$ cat config.mk
export PLATFORM = sky130hd
export DESIGN_NAME = stickybit_detect
export DESIGN_NICKNAME = d
export VERILOG_FILES = /design/src/rtl/sticky_pkg.sv /design/src/rtl/sticky_smear.sv /design/src/rtl/sticky_select.sv /design/src/rtl/sticky_outreg.sv /design/src/rtl/stickybit_detect.sv
export SDC_FILE = /design/constraint.sdc
export NUM_CORES = 1
export LEC_CHECK = 0
export ABC_AREA = 1
export CAP_MARGIN = 5
export CORE_MARGIN = 2
export CORE_UTILIZATION = 44
export CTS_CLUSTER_DIAMETER = 200
export DETAILED_ROUTE_END_ITERATION = 8
export PLACE_DENSITY = 0.89
export SLEW_MARGIN = 20
export SYNTH_ARGS = -nofsm -noshare
export SYNTH_HDL_FRONTEND = slang
export SYNTH_HIERARCHICAL = 1
export SYNTH_SLANG_ARGS = --single-unit
$ cat constraint.sdc
create_clock -name clk -period 2.2 [get_ports clk]
set_input_delay 0.44 -clock clk [delete_from_list [all_inputs] [get_ports clk]]
set_output_delay 0.44 -clock clk [all_outputs]
set_load 0.1 [all_outputs]
$ cat src/rtl/sticky_pkg.sv
package sticky_pkg;
   typedef enum logic {
      STK_SHIFT  = 1'b0,
      STK_SINGLE = 1'b1
   } stk_mode_e;

   function automatic int unsigned idx_bits(input int unsigned w);
      return (w <= 1) ? 1 : $clog2(w);
   endfunction
endpackage

$ cat src/rtl/sticky_smear.sv
module sticky_smear #(
   parameter int WIDTH = 64
) (
   input  logic [WIDTH-1:0] value,
   output logic [WIDTH-1:0] smear
);
   logic [WIDTH-1:0] neg;

   always_comb begin
      neg   = ~value + {{(WIDTH-1){1'b0}}, 1'b1};
      smear = value | neg;
   end
endmodule

$ cat src/rtl/sticky_select.sv
module sticky_select
   import sticky_pkg::*;
#(
   parameter int WIDTH  = 64,
   parameter int SHW    = 7,
   parameter int SP_WIN = 31
) (
   input  logic [WIDTH-1:0] smear,
   input  logic [SHW-1:0]   shamt,
   input  stk_mode_e        mode,
   output logic             bit_out
);
   localparam int IW = idx_bits(WIDTH);

   logic [SHW-1:0] dec;
   logic [IW-1:0]  idx;
   logic           shift_bit;

   always_comb begin
      dec = shamt - {{(SHW-1){1'b0}}, 1'b1};
      idx = dec[IW-1:0];
      if (shamt == '0)
         shift_bit = 1'b0;
      else if (int'(shamt) >= WIDTH)
         shift_bit = smear[WIDTH-1];
      else
         shift_bit = smear[idx];
   end

   generate
      if (SP_WIN > 0) begin : g_sp
         always_comb bit_out = (mode == STK_SINGLE) ? smear[SP_WIN-1] : shift_bit;
      end else begin : g_nosp
         always_comb bit_out = shift_bit;
      end
   endgenerate
endmodule

$ cat src/rtl/sticky_outreg.sv
module sticky_outreg #(
   parameter bit REG_OUT = 1'b1
) (
   input  logic clk,
   input  logic rst_n,
   input  logic d,
   output logic q
);
   generate
      if (REG_OUT) begin : g_reg
         always_ff @(posedge clk) begin
            if (!rst_n) q <= 1'b0;
            else        q <= d;
         end

         p_latency_r6: assert property (@(posedge clk) disable iff (!rst_n)
            $past(rst_n) |-> q == $past(d));
         p_reset_r6: assert property (@(posedge clk)
            $past(!rst_n) |-> !q);
      end else begin : g_comb
         always_comb q = d;
      end
   endgenerate
endmodule

$ cat src/rtl/stickybit_detect.sv
module stickybit_detect
   import sticky_pkg::*;
#(
   parameter int WIDTH   = 64,
   parameter int SHW     = 7,
   parameter int SP_WIN  = 31,
   parameter bit REG_OUT = 1'b1
) (
   input  logic             clk,
   input  logic             rst_n,
   input  logic [63:0]      mant,
   input  logic [6:0]       shamt,
   input  logic             sp_sel,
   output logic             sticky
);
   localparam int IW = idx_bits(WIDTH);

   generate
      if (WIDTH != 64 || SHW != 7) begin : g_bad_port
         $error("stickybit_detect: port widths fixed at 64/7");
      end
      if (SHW < IW) begin : g_bad_shw
         $error("stickybit_detect: SHW cannot reach every bit");
      end
      if (SP_WIN > WIDTH || SP_WIN < 0) begin : g_bad_sp
         $error("stickybit_detect: SP_WIN out of range");
      end
   endgenerate

   logic [WIDTH-1:0] smear;
   logic             raw;
   stk_mode_e        mode;

   always_comb mode = sp_sel ? STK_SINGLE : STK_SHIFT;

   sticky_smear #(.WIDTH(WIDTH)) u_smear (
      .value (mant),
      .smear (smear)
   );

   sticky_select #(.WIDTH(WIDTH), .SHW(SHW), .SP_WIN(SP_WIN)) u_sel (
      .smear   (smear),
      .shamt   (shamt),
      .mode    (mode),
      .bit_out (raw)
   );

   sticky_outreg #(.REG_OUT(REG_OUT)) u_out (
      .clk   (clk),
      .rst_n (rst_n),
      .d     (raw),
      .q     (sticky)
   );

   // reference formulations on the unregistered result
   p_mask_ref_r1: assert property (@(posedge clk) disable iff (!rst_n)
      (!sp_sel && shamt != '0 && int'(shamt) < WIDTH) |->
         raw == |(mant & ((64'd1 << shamt) - 64'd1)));
   p_zero_shift_r2: assert property (@(posedge clk) disable iff (!rst_n)
      (!sp_sel && shamt == '0) |-> !raw);
   p_far_shift_r3: assert property (@(posedge clk) disable iff (!rst_n)
      (!sp_sel && int'(shamt) >= WIDTH) |-> raw == (mant != '0));
   p_zero_mant_r4: assert property (@(posedge clk) disable iff (!rst_n)
      (mant == '0) |-> !raw);
   p_single_win_r5: assert property (@(posedge clk) disable iff (!rst_n)
      sp_sel |-> raw == (mant[30:0] != '0));
endmodule

### Yosys cells after proc, flatten, opt, wreduce, memory -nomap -nowiden

Cells that the tools add are included.

* register bits: 1
* bits in latches: 0
* bits in writable memories: 0
* bits in read-only memories: 0
* bits of input ports: 74
* output and inout bits: 1
* word-level logic and storage cells: 14
* memories kept: 0

* add/sub/neg operators: 2
* multipliers: 0
* div/mod/pow operators: 0
* magnitude comparators: 2
* equality and inequality tests: 0
* shift-type cells: 0
* muxes and demuxes: 6
* bitwise operators: 2
* reductions and logical operators: 1

Operator list (count)
* 64-bit by 1-bit adder with 64-bit output (second input constant): 1
* 64-bit NOT: 1
* 64-bit OR: 1
* 7-bit >= comparator (second input constant): 1
* 7-bit logical NOT: 1
* 6-bit by 7-bit < comparator with 1-bit output (second input constant): 1
* 1-bit binary-select mux with 6-bit select: 1
* 6-bit by 1-bit subtractor with 6-bit output (second input constant): 1
* 1-bit two-way mux: 5

### Longest topological paths before layout

* depth after elaboration: 8
* mapped depth: 18
* mapped depth without buffers: 18

### Modules after synthesis

The synthesis kept the hierarchy.

Modules (own cells, without submodules)
* sticky_smear: times used 1, cells an instance 345, area an instance 1390.1 um^2, sequential area each 0.0 um^2
* sticky_select: times used 1, cells an instance 212, area an instance 927.1 um^2, sequential area each 0.0 um^2
* sticky_outreg: times used 1, cells an instance 3, area an instance 27.5 um^2, sequential area each 20.0 um^2

### Worst setup path before layout

OpenSTA, ideal clock, no wires.

* path type: input to register
* from: in shamt[0]
* to: reg u_out.q
* setup time: 0.109 ns
* data arrival time: 2.100 ns
* data required time: 2.091 ns
* path slack: -0.009 ns
* stages: 17
* path buffers: 3
* cell sequence: buf_2 > inv_2 > buf_2 > ha_1 > inv_1 > clkbuf_1 > nor2_1 > o21ai_0 > nand3_1 > nand3_1 > nand3_1 > nand3_1 > nand3_1 > nand2_1 > nand2_1 > nand2_1 > inv_1

* word-level cells in the longest chain between the ends: 6

RTL lines
* from (decl): line stickybit_detect.sv:12 `input logic [6:0] shamt,`
* 6-bit by 1-bit subtractor with 6-bit output: line sticky_select.sv:20 `dec = shamt - {{(SHW-1){1'b0}}, 1'b1};`
* 1-bit binary-select mux with 6-bit select: line sticky_select.sv:27 `shift_bit = smear[idx];`
* 1-bit two-way mux (implied by the code): line sticky_select.sv:27
* 1-bit two-way mux: line sticky_select.sv:24 `else if (int'(shamt) >= WIDTH)`
* 1-bit two-way mux (*): line sticky_select.sv:22 `if (shamt == '0)`
* 1-bit two-way mux (*): line sticky_select.sv:32 `always_comb bit_out = (mode == STK_SINGLE) ? smear[SP_WIN-1] : shift_bit;`
* named net raw: line stickybit_detect.sv:31 `logic raw;`
* to (signal assigned): line sticky_outreg.sv:12 `if (!rst_n) q <= 1'b0;`
* to (signal assigned): line sticky_outreg.sv:13 `else q <= d;`
* to (decl): line sticky_outreg.sv:7 `output logic q`

The timed path passes the listed nets; every way through them passes the cells marked *. The select of a mux whose other input is x is not followed.
A chain may end at the register's enable or synchronous reset.

### Final worst setup path

* from: in mant[36]
* to: reg u_out.q

* word-level cells in the longest chain between the ends: 8

RTL lines
* from (decl): line stickybit_detect.sv:11 `input logic [63:0] mant,`
* 64-bit NOT: line sticky_smear.sv:10 `neg = ~value + {{(WIDTH-1){1'b0}}, 1'b1};`
* 64-bit by 1-bit adder with 64-bit output: line sticky_smear.sv:10
* 64-bit OR: line sticky_smear.sv:11 `smear = value | neg;`
* named net smear[48]: line stickybit_detect.sv:30 `logic [WIDTH-1:0] smear;`
* 1-bit binary-select mux with 6-bit select: line sticky_select.sv:27
* 1-bit two-way mux (implied by the code): line sticky_select.sv:27
* 1-bit two-way mux: line sticky_select.sv:24
* 1-bit two-way mux: line sticky_select.sv:22
* 1-bit two-way mux: line sticky_select.sv:32
* named net raw: line stickybit_detect.sv:31

The timed path passes the listed nets, and every way through them passes these cells. The select of a mux whose other input is x is not followed.

==> impl_metrics.yaml <==
route:
  num_vias: 4096
  wl_met2_um: 5240
  drc: 0
  drtIter0Drc: 405
  drt-pass1-iter-count: 6
  wl_met1_um: 3890
  route.detailed.wl_per_inst_um: 14.7
  vias_per_cell: 5.39
  postRouteAntennaNets: 0
  finalWirelength_um: 11200
  topRoutingLayerUsed: "met4"
  wl_met3_um: 1030
critical_path:
  timing.critical_path.mode_cell: "nand2_1"
  crit_arrival_ns: 2.22
  path_max_fanout: 2
  path_class: "in2reg"
  critPathMaxStageDelay_ns: 0.22
  crit_slowest_cell: "clkdlybuf4s15_2"
  cp_num_buf_inv: 3
  critPathRequiredTime_ns: 2.09
  critPathCaptureType: "register"
  startpoint_type: "input pin"
  crit_chain: "clkdlybuf4s15_2, nor2_2, nand2_1, buf_4, nor2_2, nand2_1, nor2_1, nand2_1, nand2_1, nand2_1, nand2_1, nand3_2, nand3_1, nand3_1, nand3_1, nand3_1, nand2_1, nand2_1, nand2_1, inv_1"
  path_delay_family: "simple AND/OR/NAND/NOR gates"
synthesis:
  yosys.area.top_type_share: 0.322
  ys_types: 19
  syn_inst: 560
  synth_most_common_cell: "nand2_1"
  ys_seq_area_frac: 0.00854
  synth_edf_count: 0
  synth_warnings: 6
  ys.flop_type: "dfxtp_1"
  synth_nets: 636
  syn_area_per_cell_sq_um: 4.19
  synthTopCellsByArea: "nand2_1 32%, nor2_1 25%, nand3_1 16%"
  synth_top_area_cell: "nand2_1"
  syn_area_sq_mm: 0.00234
  synth_common_cells: "201 x nand2_1, 156 x nor2_1, 88 x inv_1"
  ys_ff_latch: 1
  synthArstFlopShare: 0
power:
  sw_frac_of_total: 0.562
  power_leakage_nw: 1.93
  irDropWorstVdd_mv: 0.173
  p_int_w: 0.000258
  power_switching_w: 0.000330
  pwr-share-comb: 0.966
  clkPwrFrac: 0
  p_per_area_mw_per_mm2: 141
  p_seq_frac: 0.034
timing:
  maxSlewHeadroom: 0.763
  finalCritPeriodShare: 1.06
  rsz0062_at_grt: "yes"
  min_period_ns: 2.33
  hold_viol_final: 0
  slew_violations: 0
  worstMarginPinSlew_ns: 0.356
  fin_setup_tns_ns: -0.128
  max_freq_mhz: 430
  setup_viol: 1
  whs_ns: 0.935
  layout_setup_ws_ns: -0.128
global_route:
  overflow: 0
  track_usage: 0.372
  grt_antenna_before_repair: 0
  grt_max_degree: 35
  grt_pass1_vias: 4172
  grt_pass1_wl_um: 18300
layout:
  antenna_cells: 0
  largest_reg_flops: 1
  fin_util: 0.814
  area_delta_synth_final_pct: 78.4
  fin_nets: 768
  drive_gt1_frac: 0.419
  n_fill_cell: 387
  regMostFlops: "u_out/q"
  finalNonFillerCells: 760
  postLayoutCellArea_sq_mm: 0.00418
  top_regs: "u_out/q: 1 flops"
placement:
  io_buffers: 74
  place.gp.congestion: 0.936
  place_area_sq_mm: 0.00351
  hpwl_um: 7380
  dp_cells: 745
worst_hold_path:
  worst_hold_path.num_cells: 1
  min_to: "sticky"
  min_from: "u_out/q$_SDFF_PN0_"
  hp-class: "reg2out"
floorplan:
  core_area_sq_mm: 0.00514
  die_x_um: 77
  start_util: 0.456
  rows: 26
  die_area_sq_mm: 0.00593
  die_height_um: 77
  io_pins: 75
status:
  violations: "setup timing"
  status: "finished, violations left"
run:
  maxCapViolations: 0
cts:
  clk_pin_slew_worst_paths_ns: 0
-- per-layer routing --
layer  GRT usage  vias up
met3      0.0529      103
met5           0        -
met2       0.671      274
met1       0.396     1779
li1            -     1940
met4       0.257        0
-- layout make-up --
type	count	area, sq um	area share
Inverter	90	338	0.0808
Multi-Input combinational cell	458	2640	0.632
Sequential cell	1	20.0	0.00479
Tap cell	70	87.6	0.0209
Timing Repair Buffer	141	1090	0.261
-- placed cells by master (no fill, tap or decap), types with 2 or more instances in the layout --
cell	netlist	layout
nand2_1	201	171
inv_1	88	74
clkdlybuf4s15_1	0	6
nand2_4	0	10
dlygate4sd2_1	0	16
o21ai_1	0	4
o21ai_0	6	2
clkdlybuf4s50_1	0	9
nand3_1	73	50
nor2_4	5	49
nand2_2	5	25
buf_6	0	5
buf_4	3	65
nand3_4	0	2
clkdlybuf4s15_2	0	7
nand3_2	0	21
inv_2	2	16
nor3_1	4	3
nor2_2	3	52
buf_2	5	30
nor2_1	156	63
clkbuf_2	0	2
-- worst max path at each step --
stage | startpoint | endpoint | slack, ns | cells after the start
after CTS | mant[1] | u_out/q$_SDFF_PN0_ | -0.03 | 19
final | mant[36] | u_out/q$_SDFF_PN0_ | -0.13 | 20
after floorplan | shamt[0] | u_out/q$_SDFF_PN0_ | 0.06 | 16
after detailed placement | mant[0] | u_out/q$_SDFF_PN0_ | -0.50 | 19
after global placement | mant[8] | u_out/q$_SDFF_PN0_ | -0.44 | 19
after global routing | mant[36] | u_out/q$_SDFF_PN0_ | -0.36 | 20
-- timing repair --
action | CTS | global route
pin swaps | 159 | 26
setup endpoints to repair | 1 | 1
buffers inserted | 10 | 5
hold buffers | 0 | 0
gates cloned | 0 | 0
resized for setup | 392 | 24
-- power groups by stage --
stage | combinational [W] | clock, W | sequential, W
2_1_floorplan | 0.000211 | 0 | 0.0000309
3_3_place_gp | 0.000470 | 0 | 0.0000202
3_5_place_dp | 0.000476 | 0 | 0.0000202
4_1_cts | 0.000533 | 0 | 0.0000202
5_1_grt | 0.000613 | 0 | 0.0000204
6_report | 0.000568 | 0 | 0.0000203
-- logic make-up (layout without fill, tap and decap cells) --
kind of cell	count (synthesis)	in the layout	synth area share
AO/OA/AOI/OAI	6	6	0.0128
flip-flops	1	1	0.00854
buffers and inverters	101	231	0.169
AND/OR/NAND/NOR	447	447	0.781
XOR/XNOR	3	3	0.0176
adder cells (fa/ha/maj)	2	2	0.0107
-- through the flow --
step	power, W	setup slack [ns]
floorplan	0.000242	0.0550
detailed placement	0.000497	-0.497
global placement	0.000490	-0.440
CTS	0.000553	-0.0259
finish	0.000588	-0.128
global route	0.000633	-0.364
Note: power is estimated with default switching activity, not from simulation.
